[config.mk]
export PLATFORM = sky130hd
export DESIGN_NAME = prog_link_seq
export DESIGN_NICKNAME = d
export VERILOG_FILES = /design/src/rtl/pls_pkg.sv /design/src/rtl/pls_script.sv /design/src/rtl/pls_rst_gen.sv /design/src/rtl/pls_poll.sv /design/src/rtl/prog_link_seq.sv
export SDC_FILE = /design/constraint.sdc
export NUM_CORES = 1
export LEC_CHECK = 0
export ABC_AREA = 1
export CORE_MARGIN = 3
export CORE_UTILIZATION = 55
export CTS_CLUSTER_DIAMETER = 60
export DETAILED_ROUTE_END_ITERATION = 8
export GPL_TIMING_DRIVEN = 0
export HOLD_SLACK_MARGIN = 0.1
export PLACE_DENSITY_LB_ADDON = 0.3
export SYNTH_ARGS = -nofsm -noshare
export SYNTH_HDL_FRONTEND = slang
export SYNTH_HIERARCHICAL = 1
export SYNTH_SLANG_ARGS = --single-unit
[constraint.sdc]
create_clock -name clk_i -period 4.9 [get_ports clk_i]
set_input_delay 0.98 -clock clk_i [delete_from_list [all_inputs] [get_ports clk_i]]
set_output_delay 0.98 -clock clk_i [all_outputs]
set_load 0.02 [all_outputs]
[src/rtl/pls_pkg.sv]
package pls_pkg;
  typedef enum logic [1:0] {KIND_IDLE = 2'd0, KIND_TX = 2'd1, KIND_RX = 2'd2} kind_e;
  typedef enum logic [1:0] {ACT_CMD, ACT_RST, ACT_OK, ACT_FAIL} act_e;
  typedef enum logic [1:0] {CHK_NONE, CHK_EQ, CHK_BIT, CHK_POLL} chk_e;

  typedef struct packed {
    act_e       act;
    kind_e      kind;
    logic [7:0] data;
    chk_e       chk;
    logic [7:0] ref_v;
  } step_t;

  localparam int STEP_W = 4;

  // I/O-space opcode: address bits 5:4 land in opcode bits 6:5
  function automatic logic [7:0] io_opcode(input logic [7:0] base, input logic [5:0] addr);
    return base | {1'b0, addr[5:4], 1'b0, addr[3:0]};
  endfunction
endpackage

[src/rtl/pls_script.sv]
module pls_script import pls_pkg::*; #(
  parameter logic [7:0]  OPC_LDCS   = 8'h80,
  parameter logic [7:0]  OPC_STCS   = 8'hC0,
  parameter logic [7:0]  OPC_KEY    = 8'hE0,
  parameter logic [7:0]  OPC_IN     = 8'h10,
  parameter logic [7:0]  OPC_OUT    = 8'h90,
  parameter logic [7:0]  OPC_STPR   = 8'h68,
  parameter logic [7:0]  OPC_ST     = 8'h60,
  parameter logic [3:0]  REG_PHY    = 4'h2,
  parameter logic [3:0]  REG_IDENT  = 4'hF,
  parameter logic [3:0]  REG_STAT   = 4'h0,
  parameter logic [5:0]  IO_CMD     = 6'h33,
  parameter logic [5:0]  IO_CSR     = 6'h32,
  parameter logic [7:0]  ERASE_CMD  = 8'h10,
  parameter logic [15:0] BASE_ADDR  = 16'h4000,
  parameter logic [7:0]  GUARD_VAL  = 8'h07,
  parameter logic [7:0]  IDENT_VAL  = 8'h80,
  parameter int          EN_BIT     = 1,
  parameter int          BUSY_BIT   = 7,
  parameter int          PREAMBLE   = 16
) (
  input  logic [1:0]        op_i,
  input  logic [STEP_W-1:0] step_i,
  input  logic [63:0]       key_i,
  output step_t             ent_o
);
  function automatic step_t tx(input logic [7:0] d);
    return '{ACT_CMD, KIND_TX, d, CHK_NONE, 8'h00};
  endfunction
  function automatic step_t rx(input chk_e c, input logic [7:0] r);
    return '{ACT_CMD, KIND_RX, 8'h00, c, r};
  endfunction

  localparam step_t END_OK   = '{ACT_OK,   KIND_IDLE, 8'h00, CHK_NONE, 8'h00};
  localparam step_t END_FAIL = '{ACT_FAIL, KIND_IDLE, 8'h00, CHK_NONE, 8'h00};
  localparam logic [7:0] POLL_OP = io_opcode(OPC_IN, IO_CSR);

  always_comb begin
    ent_o = END_FAIL;
    unique case (op_i)
      2'd0: begin
        case (step_i)
          4'd0: ent_o = '{ACT_RST, KIND_IDLE, 8'h00, CHK_NONE, 8'h00};
          4'd1: ent_o = '{ACT_CMD, KIND_IDLE, 8'(PREAMBLE), CHK_NONE, 8'h00};
          4'd2: ent_o = tx(OPC_STCS | {4'h0, REG_PHY});
          4'd3: ent_o = tx(GUARD_VAL);
          4'd4: ent_o = tx(OPC_LDCS | {4'h0, REG_IDENT});
          4'd5: ent_o = rx(CHK_EQ, IDENT_VAL);
          default: ent_o = END_OK;
        endcase
      end
      2'd1: begin
        if (step_i == 4'd0) ent_o = tx(OPC_KEY);
        else if (step_i == 4'd9) ent_o = tx(OPC_LDCS | {4'h0, REG_STAT});
        else if (step_i == 4'd10) ent_o = rx(CHK_BIT, 8'(EN_BIT));
        else ent_o = END_OK;
        for (int k = 0; k < 8; k++) begin
          // highest-indexed key byte goes first
          if (step_i == STEP_W'(k + 1)) ent_o = tx(key_i[8*(7-k) +: 8]);
        end
      end
      2'd2: begin
        case (step_i)
          4'd0, 4'd10: ent_o = tx(POLL_OP);
          4'd1, 4'd11: ent_o = rx(CHK_POLL, 8'(BUSY_BIT));
          4'd2: ent_o = tx(io_opcode(OPC_OUT, IO_CMD));
          4'd3: ent_o = tx(ERASE_CMD);
          4'd4: ent_o = tx(OPC_STPR);
          4'd5: ent_o = tx(BASE_ADDR[7:0] | 8'h01);
          4'd6: ent_o = tx(OPC_STPR | 8'h01);
          4'd7: ent_o = tx(BASE_ADDR[15:8]);
          4'd8: ent_o = tx(OPC_ST);
          4'd9: ent_o = tx(8'hFF);
          default: ent_o = END_OK;
        endcase
      end
      default: ent_o = END_FAIL;
    endcase
  end
endmodule

[src/rtl/pls_rst_gen.sv]
module pls_rst_gen #(
  parameter int T_HI    = 1000,
  parameter int T_LO    = 2000,
  parameter int T_PULSE = 50
) (
  input  logic clk_i,
  input  logic rst_ni,
  input  logic go_i,
  output logic rst_o,
  output logic busy_o,
  output logic done_o
);
  localparam int MAXT = (T_HI > T_LO) ? ((T_HI > T_PULSE) ? T_HI : T_PULSE)
                                      : ((T_LO > T_PULSE) ? T_LO : T_PULSE);
  localparam int CW = $clog2(MAXT + 1);

  typedef enum logic [1:0] {PH_IDLE, PH_HI, PH_LO, PH_PUL} ph_e;
  ph_e ph_q;
  logic [CW-1:0] cnt_q;

  always_ff @(posedge clk_i or negedge rst_ni) begin
    if (!rst_ni) begin
      ph_q   <= PH_IDLE;
      cnt_q  <= '0;
      rst_o  <= 1'b0;
      done_o <= 1'b0;
    end else begin
      done_o <= 1'b0;
      unique case (ph_q)
        PH_IDLE: if (go_i) begin
          ph_q  <= PH_HI;
          cnt_q <= CW'(T_HI - 1);
          rst_o <= 1'b1;
        end
        PH_HI: if (cnt_q == '0) begin
          ph_q  <= PH_LO;
          cnt_q <= CW'(T_LO - 1);
          rst_o <= 1'b0;
        end else cnt_q <= cnt_q - 1'b1;
        PH_LO: if (cnt_q == '0) begin
          ph_q  <= PH_PUL;
          cnt_q <= CW'(T_PULSE - 1);
          rst_o <= 1'b1;
        end else cnt_q <= cnt_q - 1'b1;
        PH_PUL: if (cnt_q == '0) begin
          ph_q   <= PH_IDLE;
          rst_o  <= 1'b0;
          done_o <= 1'b1;
        end else cnt_q <= cnt_q - 1'b1;
        default: ph_q <= PH_IDLE;
      endcase
    end
  end

  assign busy_o = (ph_q != PH_IDLE);


  go_only_idle_chk: assert property (@(posedge clk_i) disable iff (!rst_ni)
    go_i |-> !busy_o);
endmodule

[src/rtl/pls_poll.sv]
module pls_poll #(
  parameter int MAX_POLLS = 4
) (
  input  logic clk_i,
  input  logic rst_ni,
  input  logic clr_i,
  input  logic inc_i,
  output logic last_o
);
  localparam int CW = (MAX_POLLS > 1) ? $clog2(MAX_POLLS) : 1;
  logic [CW-1:0] cnt_q;

  always_ff @(posedge clk_i or negedge rst_ni) begin
    if (!rst_ni) cnt_q <= '0;
    else if (clr_i) cnt_q <= '0;
    else if (inc_i) cnt_q <= cnt_q + 1'b1;
  end

  assign last_o = (cnt_q == CW'(MAX_POLLS - 1));


  poll_no_wrap_chk: assert property (@(posedge clk_i) disable iff (!rst_ni)
    inc_i |-> !last_o);
endmodule

[src/rtl/prog_link_seq.sv]
module prog_link_seq import pls_pkg::*; #(
  parameter logic [7:0]  OPC_LDCS   = 8'h80,
  parameter logic [7:0]  OPC_STCS   = 8'hC0,
  parameter logic [7:0]  OPC_KEY    = 8'hE0,
  parameter logic [7:0]  OPC_IN     = 8'h10,
  parameter logic [7:0]  OPC_OUT    = 8'h90,
  parameter logic [7:0]  OPC_STPR   = 8'h68,
  parameter logic [7:0]  OPC_ST     = 8'h60,
  parameter logic [3:0]  REG_PHY    = 4'h2,
  parameter logic [3:0]  REG_IDENT  = 4'hF,
  parameter logic [3:0]  REG_STAT   = 4'h0,
  parameter logic [5:0]  IO_CMD     = 6'h33,
  parameter logic [5:0]  IO_CSR     = 6'h32,
  parameter logic [7:0]  ERASE_CMD  = 8'h10,
  parameter logic [15:0] BASE_ADDR  = 16'h4000,
  parameter logic [7:0]  GUARD_VAL  = 8'h07,
  parameter logic [7:0]  IDENT_VAL  = 8'h80,
  parameter int          EN_BIT     = 1,
  parameter int          BUSY_BIT   = 7,
  parameter int          PREAMBLE   = 16,
  parameter int          T_HI       = 1000,
  parameter int          T_LO       = 2000,
  parameter int          T_PULSE    = 50,
  parameter int          MAX_POLLS  = 4
) (
  input  logic        clk_i,
  input  logic        rst_ni,
  input  logic        start_i,
  input  logic [1:0]  op_i,
  input  logic [63:0] key_i,
  output logic        done_o,
  output logic        pass_o,
  output logic        rst_tgt_o,
  output logic        cmd_valid_o,
  output logic [1:0]  cmd_kind_o,
  output logic [7:0]  cmd_data_o,
  input  logic        cmd_ready_i,
  input  logic        rsp_valid_i,
  input  logic [7:0]  rsp_data_i,
  input  logic        rsp_err_i
);
  typedef enum logic [1:0] {S_IDLE, S_RUN, S_RST, S_WAIT} st_e;

  st_e               st_q;
  logic [1:0]        op_q;
  logic [STEP_W-1:0] step_q;
  logic              done_q, pass_q;
  step_t             ent;
  logic              rst_go, rst_busy, rst_done;
  logic              poll_inc, poll_clr, poll_last;
  logic              rsp_take, chk_ok, busy_seen;

  pls_script #(
    .OPC_LDCS(OPC_LDCS), .OPC_STCS(OPC_STCS), .OPC_KEY(OPC_KEY), .OPC_IN(OPC_IN),
    .OPC_OUT(OPC_OUT), .OPC_STPR(OPC_STPR), .OPC_ST(OPC_ST), .REG_PHY(REG_PHY),
    .REG_IDENT(REG_IDENT), .REG_STAT(REG_STAT), .IO_CMD(IO_CMD), .IO_CSR(IO_CSR),
    .ERASE_CMD(ERASE_CMD), .BASE_ADDR(BASE_ADDR), .GUARD_VAL(GUARD_VAL),
    .IDENT_VAL(IDENT_VAL), .EN_BIT(EN_BIT), .BUSY_BIT(BUSY_BIT), .PREAMBLE(PREAMBLE)
  ) script_i (
    .op_i(op_q), .step_i(step_q), .key_i(key_i), .ent_o(ent)
  );

  pls_rst_gen #(.T_HI(T_HI), .T_LO(T_LO), .T_PULSE(T_PULSE)) rst_gen_i (
    .clk_i(clk_i), .rst_ni(rst_ni), .go_i(rst_go),
    .rst_o(rst_tgt_o), .busy_o(rst_busy), .done_o(rst_done)
  );

  pls_poll #(.MAX_POLLS(MAX_POLLS)) poll_i (
    .clk_i(clk_i), .rst_ni(rst_ni), .clr_i(poll_clr), .inc_i(poll_inc), .last_o(poll_last)
  );

  assign rsp_take  = (st_q == S_WAIT) && rsp_valid_i && !rsp_err_i;
  assign busy_seen = rsp_data_i[ent.ref_v[2:0]];

  always_comb begin
    unique case (ent.chk)
      CHK_EQ:  chk_ok = (rsp_data_i == ent.ref_v);
      CHK_BIT: chk_ok = rsp_data_i[ent.ref_v[2:0]];
      default: chk_ok = 1'b1;
    endcase
  end

  assign rst_go      = (st_q == S_RUN) && (ent.act == ACT_RST);
  assign poll_inc    = rsp_take && (ent.chk == CHK_POLL) && busy_seen && !poll_last;
  assign poll_clr    = (st_q == S_IDLE) || (rsp_take && (ent.chk == CHK_POLL) && !busy_seen);
  assign cmd_valid_o = (st_q == S_RUN) && (ent.act == ACT_CMD);
  assign cmd_kind_o  = ent.kind;
  assign cmd_data_o  = ent.data;
  assign done_o      = done_q;
  assign pass_o      = pass_q;

  always_ff @(posedge clk_i or negedge rst_ni) begin
    if (!rst_ni) begin
      st_q   <= S_IDLE;
      op_q   <= '0;
      step_q <= '0;
      done_q <= 1'b0;
      pass_q <= 1'b0;
    end else begin
      done_q <= 1'b0;
      unique case (st_q)
        S_IDLE: if (start_i) begin
          op_q   <= op_i;
          step_q <= '0;
          pass_q <= 1'b0;
          st_q   <= S_RUN;
        end
        S_RUN: begin
          unique case (ent.act)
            ACT_OK:   begin done_q <= 1'b1; pass_q <= 1'b1; st_q <= S_IDLE; end
            ACT_FAIL: begin done_q <= 1'b1; pass_q <= 1'b0; st_q <= S_IDLE; end
            ACT_RST:  st_q <= S_RST;
            default:  if (cmd_ready_i) st_q <= S_WAIT;
          endcase
        end
        S_RST: if (rst_done) begin
          step_q <= step_q + 1'b1;
          st_q   <= S_RUN;
        end
        S_WAIT: if (rsp_valid_i) begin
          if (rsp_err_i) begin
            done_q <= 1'b1; pass_q <= 1'b0; st_q <= S_IDLE;
          end else if (ent.chk == CHK_POLL && busy_seen) begin
            if (poll_last) begin
              done_q <= 1'b1; pass_q <= 1'b0; st_q <= S_IDLE;
            end else begin
              step_q <= step_q - 1'b1;  // re-issue the status read
              st_q   <= S_RUN;
            end
          end else if (!chk_ok) begin
            done_q <= 1'b1; pass_q <= 1'b0; st_q <= S_IDLE;
          end else begin
            step_q <= step_q + 1'b1;
            st_q   <= S_RUN;
          end
        end
        default: st_q <= S_IDLE;
      endcase
    end
  end


  cmd_hold_chk: assert property (@(posedge clk_i) disable iff (!rst_ni)
    (cmd_valid_o && !cmd_ready_i) |=> (cmd_valid_o && $stable(cmd_kind_o) && $stable(cmd_data_o)));


  done_pulse_chk: assert property (@(posedge clk_i) disable iff (!rst_ni)
    done_o |=> !done_o);


  err_abort_chk: assert property (@(posedge clk_i) disable iff (!rst_ni)
    ((st_q == S_WAIT) && rsp_valid_i && rsp_err_i) |=> (done_o && !pass_o && !cmd_valid_o));


  no_cmd_in_rst_chk: assert property (@(posedge clk_i) disable iff (!rst_ni)
    rst_busy |-> !cmd_valid_o);


  pass_hold_chk: assert property (@(posedge clk_i) disable iff (!rst_ni)
    (!done_o && (st_q != S_IDLE || !start_i) && $past(st_q) != S_IDLE) |-> $stable(pass_o));
endmodule

## Word level (Yosys, flattened, before mapping)

Memory sizes are Yosys's and may differ from the RTL's.
Index checks and enable logic that the tools add are counted.
Widths: inputs -> output; s select.

- Add/sub/neg operators: 4
- $lt $le $gt $ge: 1
- Eq/ne operators: 42
- Multiplexer cells: 67
- Reduce and logical (&&, ||, !) cells: 31

Operator list:

| cell | count |
|---|---|
| $mux 22 | 11 |
| $pmux 22 s6 | 1 |
| $pmux 22 s3 | 1 |
| $mux 11 | 4 |
| $pmux 11 s4 | 1 |
| $mux 4 | 7 |
| $mux 2 | 12 |
| $eq 2x2->1 const B | 10 |
| $mux 1 | 20 |
| $eq 4x3->1 const B | 4 |
| $pmux 2 s4 | 2 |
| $eq 4x4->1 const B | 3 |
| $ne 2x1->1 const B | 6 |
| $pmux 4 s3 | 1 |
| $logic_not 11->1 | 1 |
| $sub 11x1->11 const B | 1 |
| $eq 2x1->1 const B | 5 |
| $logic_and 1x1->1 | 9 |
| $eq 4x2->1 const B | 2 |
| $eq 8x8->1 | 1 |
| $logic_not 2->1 | 4 |
| $ne 2x2->1 const B | 4 |
| $ne 4x3->1 const B | 2 |
| $reduce_and 4->1 | 2 |
| 23 further kinds | 31 |

- Bits in registers: 27
- Memory bits (read-only): 256
- Output and inout bits: 14
- Word-level logic and storage cells: 156
- Memories kept: 1

Memories:

| name | depth | bits a word | rd ports | clocked after Yosys merged registers in | write ports | RTL line | source |
|---|---|---|---|---|---|---|---|
| (no name shown) | 16 | 16 | 1 | 0 | 0 | pls_script.sv:63 | `case (step_i)` |

## Logic depth before layout (Yosys ltp)

- Depth after elaboration: 21
- Depth in mapped cells: 23
- Depth with buffers taken out: 22

## Hierarchy

Netlist, hierarchy kept.

Modules (own cells, without submodules):

| module | instances | cells an instance | area an instance (µm²) | sequential area each (µm²) |
|---|---|---|---|---|
| pls_script | 1 | 302 | 1503.9 | 0.0 |
| pls_rst_gen | 1 | 159 | 1089.8 | 375.4 |
| prog_link_seq | 1 | 180 | 1083.5 | 250.2 |
| pls_poll | 1 | 12 | 97.6 | 50.0 |

## Worst setup path before layout

No wires, ideal clock.

- Path type: register -> output
- Start: register step_q[1]
- End: output cmd_valid_o
- Arrival: 1.981 ns
- Data required time: 3.920 ns
- Slack: 1.939 ns
- Cell stages (with the launch flop): 12
- Buffers on the path: 1
- Cell sequence: dfrtp_1 inv_1 ha_1 buf_2 nand2_1 o22ai_1 nor3_2 o2111ai_1 nand3_1 nor2_2 nand2_1 inv_1

RTL lines:

| item | RTL line | source |
|---|---|---|
| from (decl) | prog_link_seq.sv:46 | `logic [STEP_W-1:0] step_q;` |
| from (signal assigned) | prog_link_seq.sv:117 | `step_q <= step_q + 1'b1;` |
| from (signal assigned) | prog_link_seq.sv:127 | `step_q <= step_q - 1'b1;` |
| from (signal assigned) | prog_link_seq.sv:133 | `step_q <= step_q + 1'b1;` |
| to (decl) | prog_link_seq.sv:34 | `output logic cmd_valid_o,` |

==> out/summary.log <==
qor: grt.grt_pass1_vias 4,130
qor: placement.placed_cells_incl_taps 826
qor: timing.finalWorstPathRequiredPeriod 4303 ps
qor: power_and_ir_drop.power_frac_comb 75.8%
qor: worst_setup_path.reg2reg_from step_q[0]
qor: timing.report.final.setup_viol 0
qor: hold_path.timing.hold.worst.start pass_o
qor: placement.post-dp-hpwl 8666 µm
qor: worst_setup_path.reg2reg_setup_slack 1490 ps
qor: finish.syn2layout_area_growth 28.70%
qor: synthesis.syn-instance-count 653
qor: power_and_ir_drop.ratio_of_total_power_to_cell_area 465.4 mW/mm²
qor: detailed_routing.drt_iter0_markers 298
qor: synthesis.synth.top_cells.by_area sky130_fd_sc_hd__nand2_1 (23%), sky130_fd_sc_hd__dfrtp_1 (18%), sky130_fd_sc_hd__nor2_1 (8.0%)
qor: synthesis.ys_seq_elements 27
qor: clocking.clock_path_buffers 2
qor: detailed_routing.detail_route.vias_per_cell 5.389
qor: worst_setup_path.critPathMaxFanout 11
qor: die.ios 94
qor: timing.skew 9.662 ps
qor: worst_setup_path.worst_setup_path_endpoint cmd_valid_o
qor: power_and_ir_drop.power.share.switching 54.83%
qor: grt.maximum_number_of_pins_on_one_net_before_global_route_repair 28
qor: clocking.clock-sinks 27
qor: worst_setup_path.setup.worst_path.class flop to primary output
qor: synthesis.yosysSeqAreaShare 17.90%
qor: placement.dpl_worst_slack 960.9 ps
qor: power_and_ir_drop.seq_power_share 18.5%
qor: timing.unrepaired_setup_endpoints_after_global_routing no
qor: synthesis.yosysTopAreaCellShare 22.87%
qor: clocking.cts_root_buffer sky130_fd_sc_hd__clkbuf_8
qor: finish.post-route-cell-area 0.004858 mm²
qor: placement.port_buffers 93
qor: clocking.clkLatencyLatePin 280 ps
qor: status.run_status complete, no violations
qor: grt.gr-max-usage-layer met2
qor: die.die_width 88.85 µm
qor: die.initial_standard_cell_utilization_of_the_core 58.12%
qor: die.fp.dieArea 0.007893 mm²
qor: finish.num-nets-final 857
qor: synthesis.async_sr_flop_fraction 100.0%
qor: timing.hold-worst-slack 489.9 ps
qor: synthesis.synth_largest_area_cell sky130_fd_sc_hd__nand2_1
qor: synthesis.post_synth.cell_area_avg 5.781 µm²
qor: finish.antennaDiodeCount 0
qor: detailed_routing.detail_route.wirelength 10,950 µm
qor: grt.grt_overflow_total 0
qor: detailed_routing.drcViolationCount 0
qor: worst_setup_path.startpoint step_q[0]
qor: power_and_ir_drop.internal_power 1021 µW
qor: detailed_routing.wire_per_inst 13.19 µm
qor: placement.placedInstanceArea 0.004813 mm²
qor: power_and_ir_drop.power.share.clock 5.7%
qor: synthesis.netlist_area 0.003775 mm²
qor: clocking.cts.htree.levels 1
qor: clocking.ctsResizeCount 0
qor: worst_setup_path.worstPathArrival 3320 ps
qor: timing.slew_worst_pin 1235 ps
qor: die.core_region_area 0.006495 mm²
qor: die.row_cnt 29
qor: die.die_h 88.85 µm
qor: grt.met1_usage 32.86%
qor: detailed_routing.drt.antenna.violating_nets 0
qor: hold_path.min-delay-path-class flop to flop
qor: timing.finalHoldViolCount 0
qor: worst_setup_path.cp-end-kind primary output
qor: worst_setup_path.crit-reg2reg-capture poll_i/cnt_q[0]
qor: timing.final.setup.worst_slack 596.9 ps
qor: detailed_routing.detailroute.via_count 4,473
qor: worst_setup_path.ff2ff_path_depth 13
qor: synthesis.ys_types 46
qor: grt.initial_antenna_violation_count 0
qor: worst_setup_path.timing.critical_path.from_type flop
qor: clocking.cts_post_setup_buffers_inserted 0
qor: detailed_routing.drtPass1Iterations 6
qor: timing.maxSlewHeadroom 17.39%
qor: clocking.tritoncts_clock_tree yes
qor: timing.drv_slew 0
qor: clocking.cts_hold_buf 0
qor: grt.grt_util_all_layers 26.97%
qor: power_and_ir_drop.worst_ir_drop_vdd 432.1 µV
qor: flow_run.maxCapViolCount 0
qor: power_and_ir_drop.power_switching 1240 µW
qor: grt.grt_first_pass_wirelength 17,420 µm
qor: finish.layout.filler_cells 525
qor: timing.maxClockFrequency 232.4 MHz
qor: power_and_ir_drop.total_leakage_power 0.002549 µW
qor: clocking.numCtsBuffers 3
qor: placement.finalWeightedCongestion 0.9213
qor: grt.global_route.usage.met3 2.607%
qor: worst_setup_path.crit_required 3920 ps
qor: finish.post_route_cells_drive_above_1_share 11.02%
qor: finish.final-instance-count-excl-fill 830
qor: synthesis.ys.warnings.count 6
qor: grt.global_route.usage.met2 48.85%
qor: timing.setup_total_negative_slack 0 ps
qor: synthesis.count_of_flip_flops_with_a_built_in_enable_after_synthesis 0
qor: clocking.clk_pin_slew 90 ps
qor: timing.period_share 87.82%
qor: synthesis.main_synth_ff_type sky130_fd_sc_hd__dfrtp_1
==> flip-flops by register name, summed over array words and instances (netlist names) <==
register,count
pass_o,1
st_q,2
rst_gen_i/cnt_q,11
step_q,4
rst_gen_i/ph_q,2
poll_i/cnt_q,2
op_q,2
done_o,1
rst_gen_i/rst_o,1
rst_gen_i/done_o,1
==> cell usage in the layout (no fill, tap or decap), drive strengths merged <==
cell type and count:
mux2 2, o22ai 4, buf 14, and2 1
nor2 93, nand2 244, a2111oi 1, nand3 47
clkdlybuf4s50 93, or2 15, o2111ai 1, nor3 9
o211ai 1, o221a 1, inv 92, o21bai 1
a22oi 1, nor3b 1, nand4 8, xor2 8
xnor2 1, conb 4, ha 23, a31oi 4
nand3b 3, nor4 1, clkbuf 6, a21oi 25
clkinv 1, o21ai 21, dfrtp 27
==> power by group through the flow <==
stage          clock network (µW)  logic (µW)  registers (µW)
5_1_grt                       138        1920             428
6_report                      129        1710             419
2_1_floorplan                   0        1180             407
3_5_place_dp                    0        1680             420
3_3_place_gp                    0        1620             413
4_1_cts                       130        1690             415
==> cell type report <==
| class | count | area [µm²] | share of cell area [%] |
|---|---|---|---|
| multi-input combinational | 520 | 2634 | 54.21 |
| timing repair buffer | 93 | 930.9 | 19.16 |
| sequential | 27 | 675.6 | 13.91 |
| inverter | 93 | 354.1 | 7.288 |
| buffer | 16 | 122.6 | 2.524 |
| tap | 77 | 96.34 | 1.983 |
| clock buffer | 4 | 45.04 | 0.9271 |
==> stage by stage <==
step                power, µW  util [%]
floorplan                1590         -
global placement         2032     74.11
detailed placement       2097     74.11
CTS                      2238     74.80
global route             2486     74.80
finish                   2261     74.80
==> cell families after synthesis <==
kind of cell / after synthesis / synth area share, %
buf+inv: 109 / 12.63
other cells: 1 / 0.09934
flops: 27 / 17.90
xor+xnor: 9 / 2.088
mux: 2 / 0.5966
fa+ha+maj: 23 / 7.624
simple gates: 422 / 49.88
compound gates: 60 / 9.182
==> per-layer routing <==
| layer | wire (µm) | share of wire, % |
|---|---|---|
| met3 | 913 | 8.3 |
| met4 | 295 | 2.7 |
| met2 | 5294 | 48 |
| met5 | 0 | 0 |
| met1 | 4445 | 41 |
==> worst min path at each step <==
stage,to,cells after the start
floorplan,poll_i/cnt_q[1],2
global placement,poll_i/cnt_q[1],2
detailed placement,pass_o,2
CTS,pass_o,2
global route,pass_o,2
finish,pass_o,2
==> cells in the mapped netlist, drive strengths merged (8+ instances only) <==
library cell  number
a21oi             25
nor2              93
or2               15
buf               14
dfrtp             27
inv               92
ha                23
nand2            244
nor3               9
nand4              8
nand3             47
o21ai             21
xor2               8
==> critical path, cell delays in order, from the launching register on <==
cell	delay (ps)
sky130_fd_sc_hd__dfrtp_1	520
sky130_fd_sc_hd__inv_1	150
sky130_fd_sc_hd__ha_1	260
sky130_fd_sc_hd__inv_2	140
sky130_fd_sc_hd__nor2_2	270
sky130_fd_sc_hd__inv_1	140
sky130_fd_sc_hd__nand2_1	110
sky130_fd_sc_hd__nor3_2	50
sky130_fd_sc_hd__o2111ai_1	190
sky130_fd_sc_hd__nand3_1	210
sky130_fd_sc_hd__nor2_2	200
sky130_fd_sc_hd__nand2_1	110
sky130_fd_sc_hd__inv_1	100
sky130_fd_sc_hd__clkdlybuf4s50_1	610
Note: power is estimated with default switching activity, not from simulation.
